**src/rtl/bsh_pkg.sv**
```systemverilog
package bsh_pkg;
  typedef enum logic [2:0] {
    K_LSL = 3'd0,
    K_LSR = 3'd1,
    K_ASR = 3'd2,
    K_ROR = 3'd3,
    K_RRX = 3'd4
  } shift_kind_e;
endpackage

```
**src/rtl/bsh_amt_mux.sv**
```systemverilog
module bsh_amt_mux #(
  parameter int unsigned AMT_W = 6
) (
  input  logic             src_i,
  input  logic [AMT_W-1:0] imm_i,
  input  logic [AMT_W-1:0] reg_i,
  output logic [AMT_W-1:0] amt_o
);
  assign amt_o = src_i ? reg_i : imm_i;
endmodule

```
**src/rtl/bsh_rshift_net.sv**
```systemverilog
// Logarithmic right shifter; rotate_i wraps low bits, else fill_i is shifted in.
module bsh_rshift_net #(
  parameter int unsigned WIDTH = 32,
  parameter int unsigned LOG_W = 5
) (
  input  logic [WIDTH-1:0] data_i,
  input  logic [LOG_W-1:0] amt_i,
  input  logic             fill_i,
  input  logic             rotate_i,
  output logic [WIDTH-1:0] data_o
);
  logic [WIDTH-1:0] stage [0:LOG_W];

  assign stage[0] = data_i;

  for (genvar s = 0; s < LOG_W; s++) begin : g_stage
    localparam int unsigned STEP = 1 << s;
    logic [STEP-1:0] wrap;
    assign wrap         = rotate_i ? stage[s][STEP-1:0] : {STEP{fill_i}};
    assign stage[s+1]   = amt_i[s] ? {wrap, stage[s][WIDTH-1:STEP]} : stage[s];
  end

  assign data_o = stage[LOG_W];
endmodule

```
**src/rtl/bsh_carry_pick.sv**
```systemverilog
module bsh_carry_pick #(
  parameter int unsigned WIDTH = 32,
  parameter int unsigned LOG_W = 5
) (
  input  logic [WIDTH-1:0] data_i,
  input  logic [LOG_W-1:0] idx_i,
  output logic             bit_o
);
  assign bit_o = data_i[idx_i];
endmodule

```
**src/rtl/operand_shifter.sv**
```systemverilog
module operand_shifter
  import bsh_pkg::*;
#(
  parameter int unsigned WIDTH = 32,
  parameter int unsigned LOG_W = $clog2(WIDTH),
  parameter int unsigned AMT_W = LOG_W + 1
) (
  input  logic [WIDTH-1:0] operand_i,
  input  logic [2:0]       kind_i,
  input  logic             amt_src_i,
  input  logic [AMT_W-1:0] amt_imm_i,
  input  logic [AMT_W-1:0] amt_reg_i,
  input  logic             carry_i,
  output logic [WIDTH-1:0] result_o,
  output logic             carry_o
);
  localparam logic [AMT_W-1:0] W_AMT = AMT_W'(WIDTH);

  shift_kind_e      kind;
  logic [AMT_W-1:0] amt;
  logic [LOG_W-1:0] amt_lo;
  logic [LOG_W-1:0] pick_idx;
  logic [WIDTH-1:0] op_rev;
  logic [WIDTH-1:0] net_in;
  logic [WIDTH-1:0] net_out;
  logic [WIDTH-1:0] net_fix;
  logic             is_left;
  logic             is_rot;
  logic             fill;
  logic             pick_bit;
  logic             amt_zero;
  logic             amt_full;
  logic             amt_over;
  logic             known;

  assign kind = shift_kind_e'(kind_i);

  bsh_amt_mux #(.AMT_W(AMT_W)) u_amt (
    .src_i (amt_src_i),
    .imm_i (amt_imm_i),
    .reg_i (amt_reg_i),
    .amt_o (amt)
  );

  assign amt_lo   = amt[LOG_W-1:0];
  assign amt_zero = (amt == '0);
  assign amt_full = (amt >= W_AMT);
  assign amt_over = (amt > W_AMT);
  assign pick_idx = amt_lo - LOG_W'(1);

  assign is_left = (kind == K_LSL);
  assign is_rot  = (kind == K_ROR);
  assign fill    = (kind == K_ASR) & operand_i[WIDTH-1];
  assign known   = (kind_i <= 3'd3);

  // Left shifts reuse the right network on the bit-reversed word.
  assign op_rev = {<<{operand_i}};
  assign net_in = is_left ? op_rev : operand_i;

  bsh_rshift_net #(.WIDTH(WIDTH), .LOG_W(LOG_W)) u_net (
    .data_i   (net_in),
    .amt_i    (amt_lo),
    .fill_i   (fill),
    .rotate_i (is_rot),
    .data_o   (net_out)
  );

  bsh_carry_pick #(.WIDTH(WIDTH), .LOG_W(LOG_W)) u_pick (
    .data_i (net_in),
    .idx_i  (pick_idx),
    .bit_o  (pick_bit)
  );

  assign net_fix = is_left ? {<<{net_out}} : net_out;

  always_comb begin
    result_o = operand_i;
    carry_o  = carry_i;
    if (kind == K_RRX) begin
      result_o = {carry_i, operand_i[WIDTH-1:1]};
      carry_o  = operand_i[0];
    end else if (known && !amt_zero) begin
      if (is_rot || !amt_full) begin
        result_o = net_fix;
        carry_o  = pick_bit;
      end else begin
        result_o = {WIDTH{fill}};
        carry_o  = amt_over ? fill : pick_bit;
      end
    end
  end
endmodule

```
**config.mk**
```make
export PLATFORM = sky130hd
export DESIGN_NAME = operand_shifter
export DESIGN_NICKNAME = d
export VERILOG_FILES = /design/src/rtl/bsh_pkg.sv /design/src/rtl/bsh_amt_mux.sv /design/src/rtl/bsh_rshift_net.sv /design/src/rtl/bsh_carry_pick.sv /design/src/rtl/operand_shifter.sv
export SDC_FILE = /design/constraint.sdc
export NUM_CORES = 1
export LEC_CHECK = 0
export ABC_CLOCK_PERIOD_IN_PS = 6000
export CORE_MARGIN = 4
export CORE_UTILIZATION = 52
export DETAILED_ROUTE_END_ITERATION = 10
export PLACE_DENSITY = 0.89
export RECOVER_POWER = 100
export SYNTH_ARGS = -nofsm -noshare
export SYNTH_HDL_FRONTEND = slang
export SYNTH_SLANG_ARGS = --single-unit
```
**constraint.sdc**
```tcl
create_clock -name vclk -period 6
set_input_delay 1.5 -clock vclk [all_inputs]
set_output_delay 1.5 -clock vclk [all_outputs]
set_load 0.05 [all_outputs]
```
==> results of run 1 <==
[repair_timing]
action,CTS
resized for setup,78
setup endpoints to repair,33
buffers inserted,9
pin swaps,20
gates cloned,2
[logic make-up after synthesis]
kind of cell             Yosys count  synth area share, %
AO/OA/AOI/OAI                    312                 46.1
XOR/XNOR                           4                0.713
adder cells (fa/ha/maj)            2                0.509
AND/OR/NAND/NOR                  301                 31.9
multiplexers                      43                 13.0
buffers and inverters             77                 7.71
[through the flow]
step / instance area (sq um) / hold WS [ns] / setup WS, ns / setup TNS, ns
CTS: 7740 / 3.81 / 0.00211 / 0
detailed placement: 7270 / 3.81 / -0.337 / -7.17
global placement: 7270 / 3.78 / -0.248 / -4.23
floorplan: 4990 / 3.21 / -0.298 / -0.576
[per-layer routing]
| layer | GRT overflow | global-route usage, % |
|---|---|---|
| met1 | 7 | 84.8 |
| met2 | 91 | 97.0 |
| met3 | 10 | 72.3 |
| met4 | 82 | 89.4 |
| met5 | 0 | 31.4 |
[synthesized netlist by cell type, types with 17 or more instances]
cell type	n
mux2i_1	19
buf_2	18
or3_1	17
clkbuf_1	43
a211oi_1	18
o21ai_0	42
nor2_1	58
nand3_1	56
a21oi_1	60
nor3_1	27
o211ai_1	20
nand2_1	71
==> impl_metrics.ini, run 1 <==
[synth]
netlist_area_sq_um = 4920
synth.top_cell.area_share_pct = 7.33
synth_warnings = 0
synth_fp_nets = 790
yosysTopAreaCell = mux4_2
yosysUniqueCellTypes = 82
netlist_top_cells_area = mux4_2 7.3%, a21oi_1 6.1%, nand3_1 5.7%
synth.avg_cell_area_sq_um = 6.65
syn_inst = 739
ys_seq_area_share_pct = 0

[timing]
endpoint_type = primary output
postGrtWorstEndpoint = result_o[8]

[grt]
overflow = 190
grt_usage_pct = 84.8
grt_max_degree = 34

[clock_network]
cts_hold_buf = 0

[floorplanning]
io_pins = 82
die_w_um = 105
die_y_um = 105
initial_core_util_pct = 53.2
std_cell_rows = 35

[place]
place_congestion = 1.29
dpl.hpwl_mm = 22.7
place_inst = 1072
io_buffers = 82

[run_status]
error = [ERROR GRT-0232] Routing congestion too high. Check the congestion heatmap in the GUI.
stop_stage = global routing
run_status = did not finish
==> run 2, diff against run 1 <==
ABC_CLOCK_PERIOD_IN_PS = 7800   (was 6000)
CORE_UTILIZATION = 40   (was 52)
PLACE_DENSITY = not set   (was 0.89)
PLACE_DENSITY_LB_ADDON = 0.15   (was not set)
clock period = 7.8 ns   (was 6 ns; I/O delays follow)
==> run 2 against run 1 <==
The run now ends clean; area after synthesis is the same; synthesized cell count stayed put.
==> impl_metrics.ini, run 2 <==
[synth]
synth_fa_ha_area_share_pct = 0.509
synth_top_family_by_area = compound AO/OA/AOI/OAI gates
synth.avg_cell_area_sq_um = 6.65
synth_xor_xnor_area_share_pct = 0.713
ys_seq_area_share_pct = 0
synth_compound_area_share_pct = 46.1
synth_warnings = 0
yosysTopAreaCell = mux4_2
yosys-top-cells-count = 71 x nand2_1, 60 x a21oi_1, 58 x nor2_1, 56 x nand3_1, 43 x clkbuf_1
synth_fp_nets = 790
yosysUniqueCellTypes = 82
synth-simple-area-share_pct = 31.9
netlist_area_sq_um = 4920
synth.top_cell.area_share_pct = 7.33
muxShareOfSynthArea_pct = 13.0
netlist_top_cells_area = mux4_2 7.3%, a21oi_1 6.1%, nand3_1 5.7%
syn_inst = 739
yosysMostFrequentCell = nand2_1

[grt]
grt_usage_pct = 35.8
overflow = 0
grt_max_degree = 47
grt_pass1_vias = 6572
grt_pass1_wl_mm = 40.1
antenna_found_initial = 0

[timing]
finalCritPeriodShare_pct = 99.2
post-route-min-period_ns = 7.74
finalSetupViolations = 0
fmax_mhz = 129
holdWs_ns = 4.71
hold_viol = 0
rsz0062_at_grt = no
maxSlewViolCount = 0
slew_headroom_pct = 44.0
worst_slack_ns = 0.0626
fin_setup_tns_ns = 0
tightest_slew_ns = 0.832

[setup_path]
cp_num_buf_inv = 4
max_stage_delay_ns = 0.59
crit_family = compound AO/OA/AOI/OAI gates
worst-setup-path-type = input pin to output pin
critPathRequiredTime_ns = 5.85
crit_path_end_kind = output pin
cp_max_fo = 13
cp.arrival_ns = 5.79
cp_slowest_cell = o211ai_1
crit_chain = clkdlybuf4s50_1 > buf_4 > mux2_2 > clkinv_1 > nand2_1 > o211ai_1 > a221oi_1 > a221o_1 > o221ai_1 > nor3b_1 > buf_12
critPathLaunchType = input pin

[pwr]
power_per_cell_area_nw_per_um2 = 118
vdd_drop_max_uv = 52.5
total_power_mw = 0.709
leakagePower_nw = 2.16
p_sw_share_pct = 64.4
power_frac_seq_pct = 0
p_clk_share_pct = 0
p_int_mw = 0.252
combPwrFrac_pct = 100.0
total_switching_power_mw = 0.457

[finish]
layout_commonest_cell = nand2_1
nFlopsAndLatches = 0
clock_buffers = 0
drive_above_1_share_pct = 16.7
seq_area_sq_um = 0
stdcell_area_sq_um = 5990
fin_cells = 943
syn_to_final_growth_pct = 21.9
final_nets = 849
layout_common_cells = 71 x nand2_1, 60 x a21oi_1, 58 x nor2_1, 56 x nand3_1, 49 x buf_4
multi_input_area_sq_um = 4560
antennaDiodeCount = 0
post-route-util_pct = 49.9
fillCellCount = 1208

[floorplanning]
initial_core_util_pct = 40.9
die_area_sq_um = 14100
die_w_um = 119
io_pins = 82
core_sq_um = 12000
std_cell_rows = 40
die_y_um = 119

[clock_network]
cts_hold_buf = 0
post-cts-setup-buffer-count = 0

[place]
dpl.hpwl_mm = 20.7
dp_slack_ns = 0.176
place_inst = 943
place_area_sq_um = 6060
io_buffers = 82
place_congestion = 1.05

[routing]
route.detailed.drc = 0
ant_nets = 0
drtIter0Drc = 1300
via_per_inst = 7.63
dr.pass1.iters = 7
totalWireLength_mm = 26.6
post_drt_wl_per_cell_um = 28.2
vias = 7199

[flow_run]
drv_cap = 0

[worst_hold_path]
holdCritPathClass = input pin to output pin

[run_status]
run_status = completed
run 2: layout make-up:
cell class | count | area share (%)
repair buffers | 132 | 20.7
multi-input cells | 662 | 76.1
well taps | 147 | 3.07
inverters | 2 | 0.125
run 2: per-layer routing:
layer	vias up	track usage, %	wire (um)
met2	628	53.4	11100
met4	0	14.0	1400
met5	-	0	0
met3	110	7.79	3780
li1	3111	-	-
met1	3350	50.2	10400
run 2: kinds of logic after synthesis:
logic type      Yosys count
compound gates          312
mux                      43
xor+xnor                  4
simple gates            301
buf+inv                  77
fa+ha+maj                 2
run 2: repair_timing:
item,in CTS,in global routing
resized for setup,0,1
hold endpoints to repair,0,0
endpoints found under the setup margin,0,1
run 2: tightest hold or removal path, delay by kind of cell:
family,cells,cell delay [ns]
buf+inv,2,0.63
simple gates,2,0.18
run 2: path summary, 6_finish.rpt:
check | from | end | slack (ns) | depth (start not counted)
max | amt_src_i | result_o[8] | 0.06 | 11
min | carry_i | result_o[31] | 4.71 | 4
run 2: power groups by stage:
| stage | registers [mW] | clock network, mW | logic (mW) |
|---|---|---|---|
| 2_1_floorplan | 0 | 0 | 0.434 |
| 3_3_place_gp | 0 | 0 | 0.695 |
| 3_5_place_dp | 0 | 0 | 0.695 |
| 4_1_cts | 0 | 0 | 0.697 |
| 5_1_grt | 0 | 0 | 0.737 |
| 6_report | 0 | 0 | 0.709 |
No activity file was read; power rests on OpenSTA's default activity.
